## config.mk

```make
export PLATFORM = sky130hd
export DESIGN_NAME = nlc_arm_counter
export DESIGN_NICKNAME = d
export VERILOG_FILES = /design/src/rtl/nlc_arm_counter.sv
export SDC_FILE = /design/constraint.sdc
export NUM_CORES = 1
export LEC_CHECK = 0
export ABC_AREA = 0
export ABC_CLOCK_PERIOD_IN_PS = 7750
export BUFFER_PORTS_ARGS = -buffer_cell sky130_fd_sc_hd__buf_2
export CAP_MARGIN = 0
export CORE_UTILIZATION = 37
export DETAILED_ROUTE_END_ITERATION = 8
export PLACE_DENSITY = 0.63
export SKIP_CTS_REPAIR_TIMING = 1
export SLEW_MARGIN = 20
export SYNTH_ARGS = -nofsm -noshare
export SYNTH_HDL_FRONTEND = slang
export SYNTH_SLANG_ARGS = --single-unit
```

## constraint.sdc

```tcl
create_clock -name clk -period 7.75 [get_ports clk]
set_input_delay 0.775 -clock clk [delete_from_list [all_inputs] [get_ports clk]]
set_output_delay 0.775 -clock clk [all_outputs]
set_load 0.01 [all_outputs]
```

## src/rtl/nlc_arm_counter.sv

```systemverilog
module nlc_arm_counter #(
  parameter int REF_W  = 16,
  parameter int FRAC   = 4,
  parameter int VC_NOM = 10 << FRAC,
  parameter int N_ARM  = 20,
  localparam int CW    = $clog2(N_ARM + 1)
) (
  input  logic                    clk,
  input  logic                    rst_n,
  input  logic                    smp_vld,
  input  logic signed [REF_W-1:0] v_ref,
  output logic [CW-1:0]           n_low,
  output logic [CW-1:0]           n_up,
  output logic                    chg
);
  localparam int AW   = REF_W + 2;
  localparam int HALF = N_ARM / 2;

  logic signed [AW-1:0] ref_x;
  logic                 neg;
  logic [AW-1:0]        mag;
  logic [AW:0]          num, q;
  logic signed [AW+1:0] lvl, low_raw, up_raw;
  logic [CW-1:0]        low_nx, up_nx;

  function automatic logic [CW-1:0] clamp(input logic signed [AW+1:0] v);
    if (v < 0) return '0;
    if (v > (AW+2)'(N_ARM)) return CW'(N_ARM);
    return CW'(v);
  endfunction

  assign ref_x   = {{2{v_ref[REF_W-1]}}, v_ref};
  assign neg     = v_ref[REF_W-1];
  assign mag     = neg ? AW'(-ref_x) : AW'(ref_x);
  assign num     = {mag, 1'b0} + (AW+1)'(VC_NOM);
  assign q       = num / (AW+1)'(2 * VC_NOM);
  assign lvl     = neg ? -$signed({1'b0, q}) : $signed({1'b0, q});
  assign low_raw = lvl + (AW+2)'(HALF);
  assign up_raw  = (AW+2)'(HALF) - lvl;
  assign low_nx  = clamp(low_raw);
  assign up_nx   = clamp(up_raw);

  always_ff @(posedge clk) begin
    if (!rst_n) begin
      n_low <= CW'(HALF);
      n_up  <= CW'(HALF);
      chg   <= 1'b0;
    end else begin
      chg <= smp_vld && (low_nx != n_low);
      if (smp_vld) begin
        n_low <= low_nx;
        n_up  <= up_nx;
      end
    end
  end


  arm_sum_chk: assert property (@(posedge clk) disable iff (!rst_n)
    (CW+1)'(n_low) + (CW+1)'(n_up) == (CW+1)'(N_ARM));

  low_range_chk: assert property (@(posedge clk) disable iff (!rst_n)
    n_low <= CW'(N_ARM));

  hold_chk: assert property (@(posedge clk) disable iff (!rst_n)
    !smp_vld |=> $stable(n_low) && $stable(n_up));

  chg_src_chk: assert property (@(posedge clk) disable iff (!rst_n)
    chg |-> $past(smp_vld));

  chg_match_chk: assert property (@(posedge clk) disable iff (!rst_n)
    $past(smp_vld) |-> (chg == (n_low != $past(n_low))));
endmodule

```

Word level (Yosys, flattened, before mapping)
Cells that the tools add are included.
W data, S select, Z words.
{"block": "classes", "addsub": 5, "div_mod_pow": 1, "n_lt_le_gt_ge": 4, "n_eq_ne": 1, "n_mux": 16, "n_reduce_logical": 1}
{"cell": "$gt A20 B6 Y1 const B", "count": 2}
{"cell": "$lt A20 B1 Y1 const B", "count": 2}
{"cell": "$mux W5", "count": 8}
{"cell": "$add A20 B5 Y20 const B", "count": 1}
{"cell": "$mux W20", "count": 1}
{"cell": "$neg A19 Y20", "count": 1}
{"cell": "$sub A5 B20 Y20 const A", "count": 1}
{"cell": "$add A19 B8 Y19 const B", "count": 1}
{"cell": "$div A19 B9 Y19 const B", "count": 1}
{"cell": "$mux W18", "count": 1}
{"cell": "$neg A16 Y18", "count": 1}
{"cell": "$mux W1", "count": 6}
{"cell": "$ne A5 B5 Y1", "count": 1}
{"cell": "$logic_and A1 B1 Y1", "count": 1}
{"block": "word_totals", "regBits": 11, "in_bits": 19, "output_inout_bits": 11, "word_cells": 31}

Depth between registers and ports, before layout
Gate-level depths: netlist of run 1.
{"block": "depth", "word_depth": 14, "ltp_mapped": 37, "mapped_depth_nobuf": 34}

Least setup slack after synthesis of run 1
Ideal clock, no wire load.
{"block": "synth_path", "path_type": "input to register", "from": "in v_ref[15]", "to": "reg chg", "t_arrival_ns": 8.403, "required_time_ns": 7.621, "slack_ns": -0.782, "stages": 35, "path_buffers": 5, "path_cell_list": "buf_2 > clkbuf_1 > buf_1 > o21ai_0 > xnor2_1 > ha_1 > nor2b_1 > mux2_2 > nor2_1 > nand4_1 > and2_1 > clkbuf_1 > or4_4 > a221oi_2 > a2111o_1 > and3_1 > buf_2 > a211oi_2 > or3_1 > and2_1 > nor2_2 > ha_1 > nand2b_1 > xnor2_1 > inv_1 > ha_1 > a21oi_1 > a21o_1 > o311ai_1 > o311ai_1 > or4_1 > a211o_1 > or3_1 > nand3_1 > a311oi_1"}
{"block": "synth_via", "elab_chain_len": 14}
{"element": "from (decl)", "line_no": "11", "source": "input logic signed [REF_W-1:0] v_ref,"}
{"element": "$neg A16 Y18", "line_no": "34", "source": "assign mag = neg ? AW'(-ref_x) : AW'(ref_x);"}
{"element": "$mux W18", "line_no": "34"}
{"element": "$add A19 B8 Y19", "line_no": "35", "source": "assign num = {mag, 1'b0} + (AW+1)'(VC_NOM);"}
{"element": "$div A19 B9 Y19", "line_no": "36", "source": "assign q = num / (AW+1)'(2 * VC_NOM);"}
{"element": "$neg A19 Y20", "line_no": "37", "source": "assign lvl = neg ? -$signed({1'b0, q}) : $signed({1'b0, q});"}
{"element": "$mux W20 *", "line_no": "37"}
{"element": "$add A20 B5 Y20 *", "line_no": "38", "source": "assign low_raw = lvl + (AW+2)'(HALF);"}
{"element": "$gt A20 B6 Y1", "line_no": "28", "source": "if (v > (AW+2)'(N_ARM)) return CW'(N_ARM);"}
{"element": "$mux W1 (2 in a row)", "line_no": "28"}
{"element": "$mux W5", "line_no": "29", "source": "return CW'(v);"}
{"element": "$mux W5 *", "line_no": "28"}
{"element": "$ne A5 B5 Y1 *", "line_no": "49", "source": "chg <= smp_vld && (low_nx != n_low);"}
{"element": "$logic_and A1 B1 Y1 *", "line_no": "49"}
{"element": "to (signal assigned)", "line_no": "49"}
{"element": "to (decl)", "line_no": "14", "source": "output logic chg"}
Mark *: on every way between the ends. The rest lies on a longest branch, timed or not. The select of a mux whose other input is x is not followed.
A chain may end at the register's enable or synchronous reset.

Final worst setup path of run 1
{"block": "layout_path", "from": "in v_ref[1]", "to": "reg chg"}
{"block": "layout_via", "elab_chain_len": 14}
{"element": "$neg A16 Y18", "line_no": "34"}
{"element": "$mux W18 *", "line_no": "34"}
{"element": "$add A19 B8 Y19 *", "line_no": "35"}
{"element": "$div A19 B9 Y19 *", "line_no": "36"}
{"element": "$neg A19 Y20", "line_no": "37"}
{"element": "$mux W20 *", "line_no": "37"}
{"element": "$add A20 B5 Y20 *", "line_no": "38"}
{"element": "$gt A20 B6 Y1", "line_no": "28"}
{"element": "$mux W1 (2 in a row)", "line_no": "28"}
{"element": "$mux W5", "line_no": "29"}
{"element": "$mux W5 *", "line_no": "28"}
{"element": "$ne A5 B5 Y1 *", "line_no": "49"}
{"element": "$logic_and A1 B1 Y1 *", "line_no": "49"}
Marked as above.

==> results.ini, run 1 <==
[status]
status = complete, no violations

[layout]
final_common_cell = buf_4
area.growth.synth_to_final_pct = 52.1
nFillCells = 947
antennaDiodeCount = 0
final_cell_mix = buf_4, nor2_1, nand2_1, a21oi_1, buf_2
drive_above_1_share = 0.424
final_util = 0.575
fin_nets = 762

[logic_synthesis]
ys_top_cells_by_area = a21oi_1, dfxtp_1, xnor2_1, nand2_1, nor2_1
synth-simple-area-share = 0.325
async_reset_ff_frac = 0
yosys_warnings = 0
syn_area_sq_mm = 0.00389
synth_top_area_share = 0.0605
yosysUniqueCellTypes = 95
ys_seq_area_frac = 0.0566
synth_compound_area_frac = 0.425
syn_nets = 591
avgSynthCellArea_sq_um = 6.90
synthXorXnorAreaFrac = 0.0824
postSynthCellCount = 563
synth.area.mux_share = 0.0328
yosys.area_share.adder = 0.0290
yosys.area.top_type = a21oi_1
ys_seq_elements = 11
ys.flop_type = dfxtp_1
synth_top_family_by_area = compound AO/OA/AOI/OAI gates
synth_edf_count = 0

[clock_tree]
cts-htree-levels = 1
cts_tree = done
cts_buffers = 3
clk_path_buf_depth = 2
clkSinkCount = 11
insertion_delay_ps = 240
clock-root-buffer = clkbuf_8
clkTransAtPathRegs_ps = 50

[pwr]
powerDensity_mw_per_mm2 = 266
seq_power_share = 0.043
sw_frac_of_total = 0.522
p_sw_uw = 821
ir_drop_v = 0.000321
p_clk_frac = 0.036
p_int_uw = 751
p_comb_frac = 0.921
power_leakage_uw = 0.00237

[sta]
fmaxAchievable_mhz = 129
skew_ps = 0.445
timing.hold.ws_ps = 489
layout_setup_ws_ps = 12.9
worst_pin_slew_ps = 626
period_share = 0.998
setup_viol = 0
fin_crit_ps = 7740
maxSlewViolCount = 0
finalHoldViolCount = 0
relSlewSlack = 0.579
grt_setup_unrepaired = yes

[worst_setup_path]
crit_slowest_cell = or4_4
critPathMaxFanout = 5
start_kind = primary input
worstPathArrival_ps = 7850
crit_start = v_ref[1]
required_ps = 7870
criticalPathCategory = in -> reg
cpPeakStageDelay_ps = 510
cpMostUsedCell = buf_4
worstReg2RegStart = n_low[3]$_SDFFE_PN1P_
end_kind = flip-flop

[route]
wirelength_um = 14900
ant_nets = 0
drt-pass1-iter-count = 5
drcViolationCount = 0
drt_iter0_drc = 386
vias_per_cell = 6.11
num_vias = 5306
wire_per_inst_um = 17.1

[grt]
grt-ovfl-total = 0
grt_pass1_wl_um = 23300
grt_use_total = 0.251
first_global_vias = 4784
grt_max_degree = 15
antenna_found_initial = 0

[place]
gp_congestion = 0.930
hpwl_um = 11300
io_buffers = 29
pre_cts_slack_ps = -312

[floorplanning]
core-area_sq_mm = 0.0103
io_pins = 30
die_width_um = 105
die_h_um = 105
initial_core_util = 0.378
std_cell_rows = 37
dieArea_sq_mm = 0.0109

[job]
cap_violations = 0

[worst_hold_path]
hold_start = n_up[1]$_SDFFE_PN1P_
hold_path_class = reg -> reg

-- worst paths after layout --
check / end / slack [ps] / depth (start not counted)
min: n_up[1]$_SDFFE_PN1P_ / 490 / 2
min reg2reg: n_up[1]$_SDFFE_PN1P_ / 490 / 2
max reg2reg: chg$_SDFF_PN0_ / 6540 / 4
max: chg$_SDFF_PN0_ / 10 / 36
-- cells by family (layout without fill, tap and decap cells) --
| family | count (synthesis) | count (layout) |
|---|---|---|
| muxes | 12 | 12 |
| buffers and inverters | 43 | 213 |
| xor gates and xnor gates | 34 | 34 |
| and+or+nand+nor | 238 | 238 |
| DFF | 11 | 11 |
| adders and majority gates | 9 | 9 |
| AOI/OAI and AO/OA | 216 | 216 |
-- state kept, by name, summed over array words and instances, names as in the netlist --
| register | cells |
|---|---|
| n_up | 5 |
| n_low | 5 |
| chg | 1 |
-- through the flow --
| stage | cells | setup TNS, ps | power, uW | area, sq um |
|---|---|---|---|---|
| 3_3_place_gp | 852 | -217 | 1320 | 5390 |
| 5_1_grt | 869 | -480 | 1700 | 5910 |
| 4_1_cts | 856 | -101 | 1400 | 5430 |
| 2_1_floorplan | 563 | -160 | 895 | 4030 |
| 3_5_place_dp | 852 | -460 | 1340 | 5390 |
| 6_report | 869 | 0 | 1570 | 5910 |
-- cell usage after synthesis (10+ instances only) --
cell type / number
nand4_1: 11
o21ai_1: 12
a21oi_1: 47
xnor2_1: 23
dfxtp_1: 11
nor3_1: 20
a211oi_1: 10
nor2_1: 49
o21ai_0: 19
nand3_1: 23
clkbuf_1: 18
nor4_1: 12
nand2b_1: 11
o211ai_1: 10
nand2_1: 52
-- power groups by stage --
| stage | clock (uW) | sequential [uW] | combinational, uW |
|---|---|---|---|
| after floorplan | 0 | 70.3 | 825 |
| after global placement | 0 | 67.7 | 1250 |
| after detailed placement | 0 | 68.1 | 1270 |
| after CTS | 58.6 | 67.2 | 1280 |
| after global routing | 61.1 | 68.0 | 1570 |
| final | 57.0 | 67.3 | 1450 |
-- cell type report --
cell class | count | area, sq um | share of cell area
inverters | 11 | 46.3 | 0.00783
flip-flops and latches | 11 | 220 | 0.0372
well taps | 136 | 170 | 0.0288
clock buffers | 4 | 45.0 | 0.00762
repair buffers | 198 | 1460 | 0.247
multi-input cells | 509 | 3970 | 0.671
-- routing by layer --
metal	GRT usage	routed length, um	vias to the layer above
met5	0	0	-
met4	0.0541	206	0
met3	0.00752	756	23
met2	0.414	7220	193
met1	0.361	6690	2526
li1	-	-	2564
-- worst max-delay path: cells and delay by family --
family	cells	cell delay [ps]
xor gates and xnor gates	2	200
adders and majority gates	3	400
and+or+nand+nor	10	2500
buffers and inverters	8	1010
AOI/OAI and AO/OA	13	2940
(Power assumes the default switching activity.)
==> run 2, diff against run 1 <==
BUFFER_PORTS_ARGS = -buffer_cell sky130_fd_sc_hd__buf_4   (was -buffer_cell sky130_fd_sc_hd__buf_2)
==> run 2 against run 1 <==
Net effect: maximum frequency increased by 1.3%; combinational power about the same; worst setup slack improved by 97 ps; first-iteration DRC count increased by 25%; count of clock-buffer cells in the layout unchanged; die area unchanged; power decreased by 0.94%; hold slack improved by 8.9 ps; highest routed layer unchanged.
==> results.ini, run 2 (same netlist as run 1, synthesis figures left out) <==
[status]
status = complete, no violations  ; unchanged

[worst_setup_path]
reg2reg_depth = 4  ; unchanged
r2r_end = chg$_SDFF_PN0_  ; unchanged
end_kind = flip-flop  ; unchanged
critPathMaxFanout = 4  ; was 5
worstPathArrival_ps = 7790  ; was 7850 ps
worstReg2RegStart = n_low[3]$_SDFFE_PN1P_  ; unchanged
cpPeakStageDelay_ps = 500  ; was 510 ps
r2r_setup_slack_ps = 6590  ; was 6540 ps
required_ps = 7900  ; was 7870 ps
cpMostUsedCell = ha_4  ; was buf_4
criticalPathCategory = in -> reg  ; unchanged
crit_slowest_cell = or4_4  ; unchanged
start_kind = primary input  ; unchanged

[sta]
fmaxAchievable_mhz = 131  ; was 129 MHz
maxSlewViolCount = 0  ; unchanged
grt_setup_unrepaired = yes  ; unchanged
relSlewSlack = 0.403  ; was 0.579
skew_ps = 0.166  ; was 0.445 ps
fin_crit_ps = 7640  ; was 7740 ps
setup_viol = 0  ; unchanged
worst_pin_slew_ps = 889  ; was 626 ps
period_share = 0.986  ; was 0.998
fin_tns_setup_ps = 0  ; unchanged
finalHoldViolCount = 0  ; unchanged

[pwr]
ir_drop_v = 0.000267  ; was 0.000321 V
seq_power_share = 0.044  ; was 0.043
p_int_uw = 746  ; was 751 uW
total_power_uw = 1560  ; was 1570 uW
sw_frac_of_total = 0.521  ; was 0.522
power_leakage_uw = 0.00232  ; was 0.00237 uW
p_comb_frac = 0.920  ; was 0.921
powerDensity_mw_per_mm2 = 271  ; was 266 mW/mm^2
p_sw_uw = 811  ; was 821 uW
p_clk_frac = 0.037  ; was 0.036

[floorplanning]
std_cell_rows = 37  ; unchanged
die_h_um = 105  ; unchanged
die_width_um = 105  ; unchanged
dieArea_sq_mm = 0.0109  ; unchanged
io_pins = 30  ; unchanged
core-area_sq_mm = 0.0103  ; unchanged
initial_core_util = 0.378  ; unchanged

[layout]
area.growth.synth_to_final_pct = 47.9  ; was 52.1%
drive_above_1_share = 0.394  ; was 0.424
final_cells = 861  ; was 869
antennaDiodeCount = 0  ; unchanged
fin_nets = 754  ; was 762
reg_top3 = n_low (5), n_up (5), chg (1)  ; unchanged
final_common_cell = buf_4  ; unchanged
nFillCells = 959  ; was 947
final_cell_mix = buf_4, nand2_1, nor2_1, a21oi_1, nand3_1  ; was buf_4, nor2_1, nand2_1, a21oi_1, buf_2

[route]
vias_per_cell = 6.18  ; was 6.11
drt_iter0_drc = 484  ; was 386
drcViolationCount = 0  ; unchanged
drt-pass1-iter-count = 5  ; unchanged
ant_nets = 0  ; unchanged
wire_per_inst_um = 16.8  ; was 17.1 um
num_vias = 5325  ; was 5306
wirelength_um = 14500  ; was 14900 um

[place]
io_buffers = 29  ; unchanged
gp_congestion = 0.955  ; was 0.930
hpwl_um = 11400  ; was 11300 um
numPlacedInstances = 844  ; was 852

[clock_tree]
clkTransAtPathRegs_ps = 50  ; about the same
cts_buffers = 3  ; unchanged
clk_path_buf_depth = 2  ; unchanged
insertion_delay_ps = 240  ; about the same
clock-root-buffer = clkbuf_8  ; unchanged
cts_tree = done  ; unchanged
cts-htree-levels = 1  ; unchanged
clkSinkCount = 11  ; unchanged

[worst_hold_path]
hold_path_class = reg -> reg  ; unchanged
hold_start = n_up[3]$_SDFFE_PN1P_  ; was n_up[1]$_SDFFE_PN1P_
whs_path_depth = 2  ; unchanged
min_delay_worst_endpoint = n_up[3]$_SDFFE_PN1P_  ; was n_up[1]$_SDFFE_PN1P_

[grt]
grt-ovfl-total = 0  ; unchanged
grt_max_degree = 19  ; was 15
antenna_found_initial = 0  ; unchanged
first_global_vias = 4897  ; was 4784
grt_pass1_wl_um = 23400  ; was 23300 um
grt_use_total = 0.253  ; was 0.251

[job]
cap_violations = 0  ; unchanged

run 2: worst max-delay path: cells and delay by family:
family / cells / cell delay, ps
compound gates: 10 / 2560
xor+xnor: 2 / 240
fa+ha+maj: 3 / 400
buf+inv: 5 / 550
mux: 1 / 180
simple gates: 12 / 3060
run 2: metrics by stage:
step / instance area, sq um / util / hold slack, ps / setup WS, ps
6_report: 5750 / 0.559 / 498 / 110
5_1_grt: 5750 / 0.559 / 520 / -227
4_1_cts: 5420 / 0.527 / 493 / -79.7
3_5_place_dp: 5370 / 0.523 / 469 / -296
3_3_place_gp: 5370 / 0.523 / 472 / -193
2_1_floorplan: 4030 / - / 514 / -160
run 2: area by class of cell:
class                   instances  area (sq um)  area share
clock buffers                   4          45.0     0.00784
inverters                      11          46.3     0.00805
multi-input cells             509          3810       0.663
flip-flops and latches         11           220      0.0383
well taps                     136           170      0.0296
repair buffers                190          1450       0.253
run 2: how the worst max path moves through the flow:
stage / cells past startpoint / startpoint / end
2_1_floorplan: 32 / v_ref[5] / chg$_SDFF_PN0_
3_3_place_gp: 31 / v_ref[7] / chg$_SDFF_PN0_
3_5_place_dp: 31 / v_ref[7] / chg$_SDFF_PN0_
4_1_cts: 31 / v_ref[7] / chg$_SDFF_PN0_
5_1_grt: 35 / v_ref[1] / chg$_SDFF_PN0_
6_report: 33 / v_ref[1] / chg$_SDFF_PN0_
run 2: power groups by stage:
stage	Clock, uW	Combinational, uW	Sequential [uW]
finish	57.3	1430	67.9
global route	60.5	1550	68.6
floorplan	0	825	70.3
CTS	57.8	1290	67.7
detailed placement	0	1280	68.5
global placement	0	1260	68.1
run 2: layer usage:
layer	up-vias	track usage	part of all wire
met5	-	0	0
met4	0	0.0622	0.015
met3	29	0.0244	0.068
met2	243	0.431	0.48
met1	2516	0.338	0.44
li1	2537	-	-
==> run 3, diff against run 2 <==
--- a/config.mk
+++ b/config.mk
@@ -12,4 +12,5 @@
 export CORE_UTILIZATION = 37
 export DETAILED_ROUTE_END_ITERATION = 8
+export HOLD_SLACK_MARGIN = 0.08
 export PLACE_DENSITY = 0.63
 export SKIP_CTS_REPAIR_TIMING = 1
==> constraint.sdc (replaced) <==
create_clock -name clk -period 7.75 [get_ports clk]
set_input_delay 0.3875 -clock clk [delete_from_list [all_inputs] [get_ports clk]]
set_output_delay 0.3875 -clock clk [all_outputs]
set_load 0.01 [all_outputs]
==> run 3 against run 2 <==
Net effect: highest routed layer unchanged; critical path type unchanged; wire length is 0.93% lower; via count is 2.9% lower; clock power about the same; critical endpoint unchanged; count of clock-buffer cells in the layout did not move; die area stayed put; first-iteration DRC count increased by 37%; clock skew hardly changed; register-to-register slack worse by 60 ps; core utilization decreased by 4.0 points.
==> results.ini, run 3 (same netlist as run 1, synthesis figures left out) <==
[worst_setup_path]
criticalPathCategory = in -> reg  ; unchanged
crit_buf_inv = 7  ; was 5
required_ps = 7860  ; was 7900 ps
worstPathArrival_ps = 7690  ; was 7790 ps
cpPeakStageDelay_ps = 520  ; was 500 ps
cpMostUsedCell = buf_4  ; was ha_4
crit_slowest_cell = or4_4  ; unchanged
start_kind = primary input  ; unchanged
critical-path-top-delay-family = simple AND/OR/NAND/NOR gates  ; unchanged
worstReg2RegStart = n_low[3]$_SDFFE_PN1P_  ; unchanged
critPathMaxFanout = 4  ; unchanged
end_kind = flip-flop  ; unchanged
crit_start = v_ref[0]  ; was v_ref[1]

[route]
drcViolationCount = 0  ; unchanged
vias_per_cell = 6.44  ; was 6.18
ant_nets = 0  ; unchanged
wirelength_um = 14400  ; was 14500 um
drt_iter0_drc = 662  ; was 484
num_vias = 5171  ; was 5325
wire_per_inst_um = 17.9  ; was 16.8 um
drt-pass1-iter-count = 6  ; was 5

[grt]
antenna_found_initial = 0  ; unchanged
grt_pass1_wl_um = 22400  ; was 23400 um
first_global_vias = 4712  ; was 4897
busiest_layer = met2  ; unchanged
grt_use_total = 0.243  ; was 0.253
grt-ovfl-total = 0  ; unchanged
gr-usage-met3 = 0.0132  ; was 0.0244
use_met1 = 0.334  ; was 0.338
grt_max_degree = 21  ; was 19
use_met2 = 0.404  ; was 0.431

[floorplanning]
std_cell_rows = 37  ; unchanged
initial_core_util = 0.378  ; unchanged
die_width_um = 105  ; unchanged
die_h_um = 105  ; unchanged
io_pins = 30  ; unchanged
dieArea_sq_mm = 0.0109  ; unchanged
core-area_sq_mm = 0.0103  ; unchanged

[sta]
finalHoldViolCount = 0  ; unchanged
period_share = 0.978  ; was 0.986
worst_pin_slew_ps = 1150  ; was 889 ps
maxSlewViolCount = 0  ; unchanged
fmaxAchievable_mhz = 132  ; was 131 MHz
fin_crit_ps = 7580  ; was 7640 ps
skew_ps = 0.134  ; was 0.166 ps
relSlewSlack = 0.225  ; was 0.403
setup_viol = 0  ; unchanged

[clock_tree]
clock-root-buffer = clkbuf_8  ; unchanged
clk_path_buf_depth = 2  ; unchanged
cts-htree-levels = 1  ; unchanged
insertion_delay_ps = 240  ; about the same
clkTransAtPathRegs_ps = 50  ; about the same
clkSinkCount = 11  ; unchanged
cts_tree = done  ; unchanged
cts_buffers = 3  ; unchanged

[layout]
area.growth.synth_to_final_pct = 37.4  ; was 47.9%
fin_nets = 696  ; was 754
reg_top3 = n_low (5), n_up (5), chg (1)  ; unchanged
drive_above_1_share = 0.349  ; was 0.394
seq_area_sq_um = 220  ; unchanged
multi_input_area_sq_mm = 0.00384  ; was 0.00381 sq mm
nFillCells = 960  ; was 959
final_util = 0.520  ; was 0.559
antennaDiodeCount = 0  ; unchanged
final_cell_mix = buf_4, nand2_1, nor2_1, a21oi_1, nand3_1  ; unchanged
final_common_cell = buf_4  ; unchanged

[place]
io_buffers = 29  ; unchanged
hpwl_um = 10600  ; was 11400 um
gp_congestion = 0.932  ; was 0.955

[pwr]
ir_drop_v = 0.000224  ; was 0.000267 V
power_leakage_uw = 0.00205  ; was 0.00232 uW
total_power_uw = 1430  ; was 1560 uW
powerDensity_mw_per_mm2 = 267  ; was 271 mW/mm^2

[job]
cap_violations = 0  ; unchanged

[status]
status = complete, no violations  ; unchanged

[worst_hold_path]
hold_path_class = in -> reg  ; was reg -> reg
hold_start = rst_n  ; was n_up[3]$_SDFFE_PN1P_

## run 3: per-layer routing
| metal | share of wire | wire (um) |
|---|---|---|
| met1 | 0.44 | 6290 |
| met2 | 0.47 | 6700 |
| met3 | 0.072 | 1040 |
| met4 | 0.023 | 337 |
| met5 | 0 | 0 |
## run 3: worst paths after layout
path	slack [ps]	depth (start not counted)	end
max	170	36	chg$_SDFF_PN0_
min	390	2	n_up[0]$_SDFFE_PN0P_
max reg2reg	6530	4	chg$_SDFF_PN0_
min reg2reg	500	2	n_up[1]$_SDFFE_PN1P_
## run 3: final cells by class
class                           count  area share
Clock buffer                        4     0.00843
Inverter                           11     0.00773
Multi-Input combinational cell    509       0.719
Sequential cell                    11      0.0412
Tap cell                          136      0.0319
Timing Repair Buffer              132       0.191
## run 3: per-stage QoR
| step | area [sq um] | hold slack (ps) | std cells | worst slack, ps | TNS [ps] |
|---|---|---|---|---|---|
| after floorplan | 3960 | 505 | 563 | 4.70 | 0 |
| after global placement | 4880 | 475 | 785 | -39.7 | -39.7 |
| after detailed placement | 4880 | 468 | 785 | -86.6 | -86.6 |
| after CTS | 4920 | 387 | 789 | 128 | 0 |
| after global routing | 5340 | 404 | 803 | -93.3 | -93.3 |
| final | 5340 | 394 | 803 | 174 | 0 |
## run 3: power breakdown
group / internal, uW / switching, uW / total [uW]
clock: 36.1 / 21.1 / 57.2
combinational: 559 / 743 / 1300
sequential: 62.4 / 4.88 / 67.3
